===== config.mk =====
export PLATFORM = sky130hd
export DESIGN_NAME = twin_pred_move_seq
export DESIGN_NICKNAME = d
export VERILOG_FILES = /design/src/rtl/tpm_pkg.sv /design/src/rtl/tpm_next_set.sv /design/src/rtl/tpm_ctrl.sv /design/src/rtl/twin_pred_move_seq.sv
export SDC_FILE = /design/constraint.sdc
export NUM_CORES = 1
export LEC_CHECK = 0
export ABC_CLOCK_PERIOD_IN_PS = 3100
export BUFFER_PORTS_ARGS = -buffer_cell sky130_fd_sc_hd__buf_2
export CORE_MARGIN = 2
export CORE_UTILIZATION = 39
export CTS_CLUSTER_SIZE = 40
export DETAILED_ROUTE_END_ITERATION = 7
export PLACE_DENSITY = 0.72
export SKIP_CTS_REPAIR_TIMING = 1
export SYNTH_ARGS = -nofsm -noshare
export SYNTH_HDL_FRONTEND = slang
export SYNTH_SLANG_ARGS = --single-unit

===== constraint.sdc =====
create_clock -name clk -period 3.1 [get_ports clk]
set_input_delay 0.155 -clock clk [delete_from_list [all_inputs] [get_ports clk]]
set_output_delay 0.155 -clock clk [all_outputs]
set_load 0.005 [all_outputs]

===== src/rtl/tpm_pkg.sv =====
package tpm_pkg;
    typedef enum logic [1:0] {
        ST_IDLE = 2'd0,
        ST_RUN  = 2'd1,
        ST_FIN  = 2'd2
    } tpm_state_e;
endpackage


===== src/rtl/tpm_next_set.sv =====
// Finds the element a cursor should use next.
// For a vector operand: the lowest set mask bit at or above the cursor
// and below the length. For a scalar operand: the cursor itself.
module tpm_next_set #(
    parameter int MAX_VL = 16,
    localparam int LEN_W = $clog2(MAX_VL + 1)
) (
    input  logic [MAX_VL-1:0] mask,
    input  logic [LEN_W-1:0]  cursor,
    input  logic [LEN_W-1:0]  vlen,
    input  logic              is_vec,
    output logic              found,
    output logic [LEN_W-1:0]  pos
);
    always_comb begin
        found = 1'b0;
        pos   = cursor;
        if (!is_vec) begin
            found = (cursor < vlen);
        end else begin
            // Descending scan, so the lowest qualifying bit wins.
            for (int k = MAX_VL - 1; k >= 0; k--) begin
                if (mask[k] && (k >= int'(cursor)) && (k < int'(vlen))) begin
                    found = 1'b1;
                    pos   = LEN_W'(k);
                end
            end
        end
    end
endmodule


===== src/rtl/tpm_ctrl.sv =====
module tpm_ctrl
    import tpm_pkg::*;
#(
    parameter int MAX_VL = 16,
    parameter int REG_W  = 5,
    localparam int LEN_W = $clog2(MAX_VL + 1)
) (
    input  logic              clk,
    input  logic              rst_n,
    input  logic              start,
    input  logic [REG_W-1:0]  src_base,
    input  logic [REG_W-1:0]  dst_base,
    input  logic              src_is_vec,
    input  logic              dst_is_vec,
    input  logic [MAX_VL-1:0] src_mask,
    input  logic [MAX_VL-1:0] dst_mask,
    input  logic [LEN_W-1:0]  vec_len,
    // Connections to the two skip finders
    output logic [MAX_VL-1:0] s_mask_q,
    output logic [MAX_VL-1:0] d_mask_q,
    output logic [LEN_W-1:0]  s_cur_q,
    output logic [LEN_W-1:0]  d_cur_q,
    output logic [LEN_W-1:0]  vl_q,
    output logic              sv_q,
    output logic              dv_q,
    input  logic              s_found,
    input  logic [LEN_W-1:0]  s_pos,
    input  logic              d_found,
    input  logic [LEN_W-1:0]  d_pos,
    // Block outputs
    output logic              busy,
    output logic              copy_valid,
    output logic [REG_W-1:0]  copy_dst,
    output logic [REG_W-1:0]  copy_src,
    output logic              done
);
    localparam logic [LEN_W-1:0] VL_CAP = LEN_W'(MAX_VL);

    tpm_state_e       state_q, state_d;
    logic [REG_W-1:0] sb_q, db_q;
    logic [LEN_W-1:0] s_nxt, d_nxt, vl_clamped;
    logic             can_copy, last_copy;

    assign vl_clamped = (vec_len > VL_CAP) ? VL_CAP : vec_len;
    assign can_copy   = (state_q == ST_RUN) && s_found && d_found;
    assign s_nxt      = s_pos + LEN_W'(sv_q);
    assign d_nxt      = d_pos + LEN_W'(dv_q);
    assign last_copy  = !dv_q || (s_nxt >= vl_q) || (d_nxt >= vl_q);

    // Next-state logic
    always_comb begin
        state_d = state_q;
        unique case (state_q)
            ST_IDLE: if (start) state_d = (vl_clamped == '0) ? ST_FIN : ST_RUN;
            ST_RUN:  if (!can_copy || last_copy) state_d = ST_FIN;
            ST_FIN:  state_d = ST_IDLE;
            default: state_d = ST_IDLE;
        endcase
    end

    // State register, operand capture and cursors
    always_ff @(posedge clk or negedge rst_n) begin
        if (!rst_n) begin
            state_q  <= ST_IDLE;
            sb_q     <= '0;
            db_q     <= '0;
            s_mask_q <= '0;
            d_mask_q <= '0;
            sv_q     <= 1'b0;
            dv_q     <= 1'b0;
            vl_q     <= '0;
            s_cur_q  <= '0;
            d_cur_q  <= '0;
        end else begin
            state_q <= state_d;
            if (state_q == ST_IDLE && start) begin
                sb_q     <= src_base;
                db_q     <= dst_base;
                s_mask_q <= src_mask;
                d_mask_q <= dst_mask;
                sv_q     <= src_is_vec;
                dv_q     <= dst_is_vec;
                vl_q     <= vl_clamped;
                s_cur_q  <= '0;
                d_cur_q  <= '0;
            end else if (can_copy) begin
                s_cur_q <= s_nxt;
                d_cur_q <= d_nxt;
            end
        end
    end

    // Outputs
    always_comb begin
        busy       = (state_q != ST_IDLE);
        copy_valid = can_copy;
        copy_src   = sb_q + REG_W'(s_pos);
        copy_dst   = db_q + REG_W'(d_pos);
        done       = (state_q == ST_FIN);
    end

    assert_copy_only_busy_R9: assert property (@(posedge clk) disable iff (!rst_n)
        copy_valid |-> busy);
    assert_done_pulse_R9: assert property (@(posedge clk) disable iff (!rst_n)
        done |=> (!done && !busy && !copy_valid));
    assert_scalar_dst_single_R7: assert property (@(posedge clk) disable iff (!rst_n)
        (copy_valid && !dv_q) |=> !copy_valid);
    assert_zero_len_R8: assert property (@(posedge clk) disable iff (!rst_n)
        (state_q == ST_IDLE && start && vl_clamped == '0) |=> (done && !copy_valid));
    assert_capture_hold_R2: assert property (@(posedge clk) disable iff (!rst_n)
        busy |=> ($stable(sb_q) && $stable(db_q) && $stable(vl_q)));
    assert_dst_cursor_advance_R4: assert property (@(posedge clk) disable iff (!rst_n)
        (copy_valid && dv_q) |=> (d_cur_q > $past(d_cur_q)));
endmodule


===== src/rtl/twin_pred_move_seq.sv =====
module twin_pred_move_seq #(
    parameter int MAX_VL = 16,
    parameter int REG_W  = 5,
    localparam int LEN_W = $clog2(MAX_VL + 1)
) (
    input  logic              clk,
    input  logic              rst_n,
    input  logic              start,
    input  logic [REG_W-1:0]  src_base,
    input  logic [REG_W-1:0]  dst_base,
    input  logic              src_is_vec,
    input  logic              dst_is_vec,
    input  logic [MAX_VL-1:0] src_mask,
    input  logic [MAX_VL-1:0] dst_mask,
    input  logic [LEN_W-1:0]  vec_len,
    output logic              busy,
    output logic              copy_valid,
    output logic [REG_W-1:0]  copy_dst,
    output logic [REG_W-1:0]  copy_src,
    output logic              done
);
    logic [MAX_VL-1:0] s_mask_q, d_mask_q;
    logic [LEN_W-1:0]  s_cur_q, d_cur_q, vl_q, s_pos, d_pos;
    logic              sv_q, dv_q, s_found, d_found;

    tpm_ctrl #(.MAX_VL(MAX_VL), .REG_W(REG_W)) ctrl_i (
        .clk(clk), .rst_n(rst_n), .start(start),
        .src_base(src_base), .dst_base(dst_base),
        .src_is_vec(src_is_vec), .dst_is_vec(dst_is_vec),
        .src_mask(src_mask), .dst_mask(dst_mask), .vec_len(vec_len),
        .s_mask_q(s_mask_q), .d_mask_q(d_mask_q),
        .s_cur_q(s_cur_q), .d_cur_q(d_cur_q), .vl_q(vl_q),
        .sv_q(sv_q), .dv_q(dv_q),
        .s_found(s_found), .s_pos(s_pos),
        .d_found(d_found), .d_pos(d_pos),
        .busy(busy), .copy_valid(copy_valid),
        .copy_dst(copy_dst), .copy_src(copy_src), .done(done)
    );

    tpm_next_set #(.MAX_VL(MAX_VL)) src_skip_i (
        .mask(s_mask_q), .cursor(s_cur_q), .vlen(vl_q), .is_vec(sv_q),
        .found(s_found), .pos(s_pos)
    );

    tpm_next_set #(.MAX_VL(MAX_VL)) dst_skip_i (
        .mask(d_mask_q), .cursor(d_cur_q), .vlen(vl_q), .is_vec(dv_q),
        .found(d_found), .pos(d_pos)
    );
endmodule


==> results of run 1 <==
-- cell usage in the layout, fill, tap and decap left out, types with 4 or more instances in the layout --
cell	instances
nand2_1	150
buf_4	131
buf_2	64
dfrtp_1	52
ha_1	18
inv_1	17
nand3_1	13
o21ai_0	12
a21o_1	12
nor2_1	12
a21oi_2	10
buf_6	10
a21oi_1	9
ha_4	9
clkbuf_16	9
dfrtp_2	9
xnor2_1	8
nor2b_1	7
nand3b_1	7
o21a_1	6
nand2b_1	6
nand4_1	6
mux2i_1	6
o21ai_1	5
xor2_1	4
-- stage by stage --
step                      cells  TNS (ps)  cell area [um^2]  worst slack, ps
after floorplan             520    -6.611              4529           -6.611
after global placement      814     -1327              5738           -414.7
after detailed placement    814     -1449              5738           -411.6
after CTS                   829     -4506              6052           -733.5
after global routing        852     -4097              6649           -569.3
final                       852     -2816              6649           -472.2
-- critical path: stages (launching register included) --
cell and delay [ps]:
dfrtp_2 450, buf_6 170, a21oi_4 40, buf_4 150, nor4bb_4 290, a21oi_1 70
o22a_1 180, o21ai_1 120, a31oi_1 110, o22ai_1 240, ha_2 340, inv_2 80
ha_4 190, nand2b_4 130, a21o_1 190, a21oi_1 170, nor2b_1 80, o21ai_1 140
nand4_1 110, a21oi_2 140, a211oi_1 80
-- worst min path at each step --
| stage | startpoint | endpoint | cells past startpoint |
|---|---|---|---|
| after global placement | src_mask[13] | ctrl_i.s_mask_q[13] | 3 |
| after floorplan | rst_n | ctrl_i.d_cur_q[0] | 0 |
| final | dst_mask[5] | ctrl_i.d_mask_q[5] | 3 |
| after global routing | dst_base[3] | ctrl_i.db_q[3] | 3 |
| after CTS | src_base[4] | ctrl_i.sb_q[4] | 3 |
| after detailed placement | src_base[4] | ctrl_i.sb_q[4] | 3 |
-- state kept, by name, summed over array words and instances, names as in the netlist --
signal           flops
ctrl_i.d_cur_q       5
ctrl_i.db_q          5
ctrl_i.vl_q          5
ctrl_i.sv_q          1
ctrl_i.dv_q          1
ctrl_i.state_q       2
ctrl_i.d_mask_q     16
ctrl_i.s_cur_q       5
ctrl_i.s_mask_q     16
ctrl_i.sb_q          5
-- cell families after synthesis --
| logic type | synth area share |
|---|---|
| adders and majority gates | 0.09342 |
| AOI/OAI and AO/OA | 0.1942 |
| DFF | 0.3433 |
| buffers and inverters | 0.04896 |
| and+or+nand+nor | 0.2665 |
| xor gates and xnor gates | 0.02758 |
| muxes | 0.02617 |
-- layer usage --
metal	wire length, um	vias to the layer above	global-route usage
met1	6882	2163	0.3373
met3	794	10	0.04265
met5	0	-	0
li1	-	2218	-
met2	7036	115	0.3763
met4	134	0	0.04750
-- final cells by class --
class	count	area, um^2	area share
clock buffer	10	239.0	0.03594
clock inverter	5	75.07	0.01129
inverter	19	75.07	0.01129
multi-input combinational	411	3120	0.4693
sequential	61	1538	0.2313
tap	140	175.2	0.02635
timing repair buffer	206	1426	0.2145
-- power breakdown --
group          switching, mW  leakage [nW]  internal (mW)
sequential             0.376         0.756           1.15
clock                  0.363         0.158          0.716
combinational           2.99          2.36           3.15
total                   3.73          3.27           5.02
==> metrics, run 1 <==
status complete, but fails checks; failing checks setup timing; Max Freq 279.9 MHz; class of the worst hold path input port to flop; Max VDD drop 0.5250 mV; Crit. Startpoint ctrl_i.vl_q[4]; CP endpoint kind flop; Clk Latency, worst-skew pair 340 ps; number of I/O pins 65; Final #Nets 792; CP max FO 8; DR vias/cell 5.289; area grow syn2layout 49.52%; Core Area 0.01098 mm^2; Pwr Density 1315 mW/mm^2; Cell Area, Synth 0.004447 mm^2; CTS Buf Count 9; most frequent cell after synthesis nand2_1; CP Capture Point ctrl_i.state_q[1]; clock root buffer clkbuf_16; flop2flop setup slack -470 ps; max-slew violations 0; Reg2Reg Depth 20; routed vias 4506; Final ANT Viol Nets 0; Seq cells post-synth 61; setup ws final -472.2 ps; clk slew on worst S/H paths 50 ps; dpl hpwl 11040 um; initial core utilization 0.4049; Critical Path RT 3320 ps; FILL cells 960; Antenna Cells 0; first-pass GRT wire length 23130 um; Die Ht 110.8 um; Syn Inst Count 520; Initial DRC Count 262; Final Hold Fails 0; sequential area share after synthesis 0.3433; Worst Path Arrival 3790 ps; Design Power 8.743 mW; die width 110.8 um; Total GRT Usage 0.2361; Main synth FF type dfrtp_1; Syn. warnings 0; Slew @ Worst Pin 1084 ps; asr flop ratio synth 1.000; Lkg Pwr 3.271 nW; CTS tree done; utilization after layout 0.6054; Rel. slew slack 0.2773; Total Routed Length 14850 um; GRT overflow 0; RSZ-0062 raised after global routing true; Final Skew 6.950 ps; Post-synth EDFFs 0; crit start category flop; reg2reg start ctrl_i.vl_q[4]; die area 0.01227 mm^2; Placer Congestion 0.9245; RR Endpoint ctrl_i.state_q[1]; DRT Pass-1 Iters 4; CTS sink cnt 61; largest net degree at the start of global routing 51; FP Rows 38; cell taking the most area after synthesis dfrtp_1; Max clock buf depth 2; initial antenna violation count 0; Tcrit/Tclk final 1.152; H-tree depth 3; Syn Nets 604; Fin Hold WS 3.805 ps; layout cells sized above 1 0.4354; setup-violating endpoint count in the final report 10; WL per Instance 17.43 um; CP Class flop to flop; Final min period 3572 ps; top cells by count, synth nand2_1 (151), dfrtp_1 (61), ha_1 (30); vias in the first global route 4471; I/O Buffers 64; Max-Cap Viols 0; Yosys top cell area share 0.3433; # DRC 0; post-synthesis cell type count 79; top cells by area, synth dfrtp_1 (34%), nand2_1 (13%), ha_1 (8.4%), a21oi_1 (2.3%), a21o_1 (2.0%); Synth Area per Inst 8.551 um^2
No activity file was read; power rests on OpenSTA's default activity.
==> run 2: changes to the inputs <==
- HOLD_SLACK_MARGIN: not set -> 0.08
- PLACE_DENSITY: 0.72 -> not set
==> metrics, run 2 (synthesis gave the netlist of run 1 again) <==
status complete, but fails checks; failing checks setup timing; crit-path cells buf_8, a211oi_4, a21oi_2, and3_1, o22a_1, o21ai_2, a31oi_2, o22ai_2, ha_4, ha_4, ha_1, a21o_1, a21oi_2, nor2b_2, o21ai_1, nand4_1, a21oi_2, a211oi_2; area grow syn2layout 58.02%; Slowest-stage cell, CP dfrtp_2; Reg2Reg Depth 18; setup ws final -357.0 ps; I/O Buffers 64; FILL cells 894; Final ANT Viol Nets 0; initial antenna violation count 0; Worst path depth 18; die width 110.8 um; GRT overflow 0; CP endpoint kind flop; Core Area 0.01098 mm^2; Final Hold Fails 0; Tcrit/Tclk final 1.115; initial core utilization 0.4049; # DRC 0; WL per Instance 17.32 um; RSZ-0062 raised after global routing true; Largest regs ctrl_i.d_mask_q x16, ctrl_i.s_mask_q x16; Max Freq 289.3 MHz; CTS sink cnt 61; dpl hpwl 10730 um; CP Class flop to flop; Die Ht 110.8 um; Lkg Pwr 3.388 nW; Antenna Cells 0; Max clock buf depth 2; worst hold stages 3; Total GRT Usage 0.2328; max-slew violations 0; Clk Latency, worst-skew pair 350 ps; largest net degree at the start of global routing 51; Slew @ Worst Pin 640.7 ps; Total Routed Length 15240 um; Initial DRC Count 249; DR vias/cell 5.193; Rel. slew slack 0.5729; first-pass GRT wire length 22580 um; routed vias 4570; class of the worst hold path input port to flop; DRT Pass-1 Iters 5; register area 0.001539 mm^2; design area 0.007027 mm^2; crit-path most repeated cell a21oi_2; clock root buffer clkbuf_16; most frequent cells in the layout nand2_1 (150), buf_4 (110), buf_2 (64); Worst Path Arrival 3680 ps; layout cells sized above 1 0.4095; H-tree depth 3; Pwr Density 1242 mW/mm^2; Setup WS pre-CTS -401.1 ps; CTS tree done; Final #Nets 819; Max VDD drop 0.6717 mV; Design Power 8.729 mW; setup-violating endpoint count in the final report 11; CP bufs+invs 1; clk slew on worst S/H paths 60 ps; CTS Buf Count 9; placed cell area 0.005645 mm^2; Max-Cap Viols 0; critical path's top delay family compound AO/OA/AOI/OAI gates; Final Skew 10.67 ps; Critical Path RT 3330 ps; number of I/O pins 65; Placer Congestion 0.8952; crit start category flop; CP max FO 9; footprint of the multi-input gates 0.003161 mm^2; die area 0.01227 mm^2; vias in the first global route 4358; FP Rows 38; Final min period 3457 ps; Max stage delay on crit path 450 ps; most common cell after layout, fill and taps aside nand2_1
## run 2: routing by layer
| layer | GRT usage | share of wire |
|---|---|---|
| met1 | 0.3503 | 0.49 |
| met2 | 0.3387 | 0.45 |
| met3 | 0.03226 | 0.036 |
| met4 | 0.08417 | 0.022 |
| met5 | 0 | 0 |
## run 2: per-stage QoR
stage | instances | TNS [ps] | hold WS [ps] | util
finish | 880 | -2310 | 108.1 | 0.6398
global route | 880 | -3537 | 144.4 | 0.6398
CTS | 816 | -3100 | -212.9 | 0.5415
detailed placement | 800 | -1015 | 149.9 | 0.5140
global placement | 800 | -765.9 | 143.4 | 0.5140
floorplan | 520 | -6.611 | -140.6 | -
## run 2: power breakdown
part / switching, mW / leakage, nW / internal [mW]
clock network: 0.395 / 0.142 / 0.645
registers: 0.367 / 0.754 / 1.15
logic: 3.05 / 2.49 / 3.12
total: 3.81 / 3.39 / 4.92
## run 2: worst paths after layout
kind                               startpoint                 end  slack (ps)
min reg2reg                ctrl_i.d_mask_q[6]  ctrl_i.d_mask_q[6]         470
max in group asynchronous               rst_n      ctrl_i.vl_q[1]        2040
max reg2reg                    ctrl_i.vl_q[1]   ctrl_i.state_q[1]        -360
max                            ctrl_i.vl_q[1]   ctrl_i.state_q[1]        -360
min in group asynchronous               rst_n      ctrl_i.db_q[1]         320
min                                vec_len[0]   ctrl_i.state_q[0]         110
## run 2: area by class of cell
type                    count  area share
clock inverters             5    0.008369
flip-flops and latches     61      0.2190
well taps                 140     0.02493
multi-input cells         411      0.4498
inverters                  19     0.01068
clock buffers              11     0.03454
repair buffers            233      0.2527
## run 2: worst register-to-register path, delay by kind of cell, from the launching register on
kind,cells,cell delay [ps]
AOI/OAI and AO/OA,11,1710
buffers and inverters,1,160
adders and majority gates,3,660
DFF,1,450
and+or+nand+nor,3,360
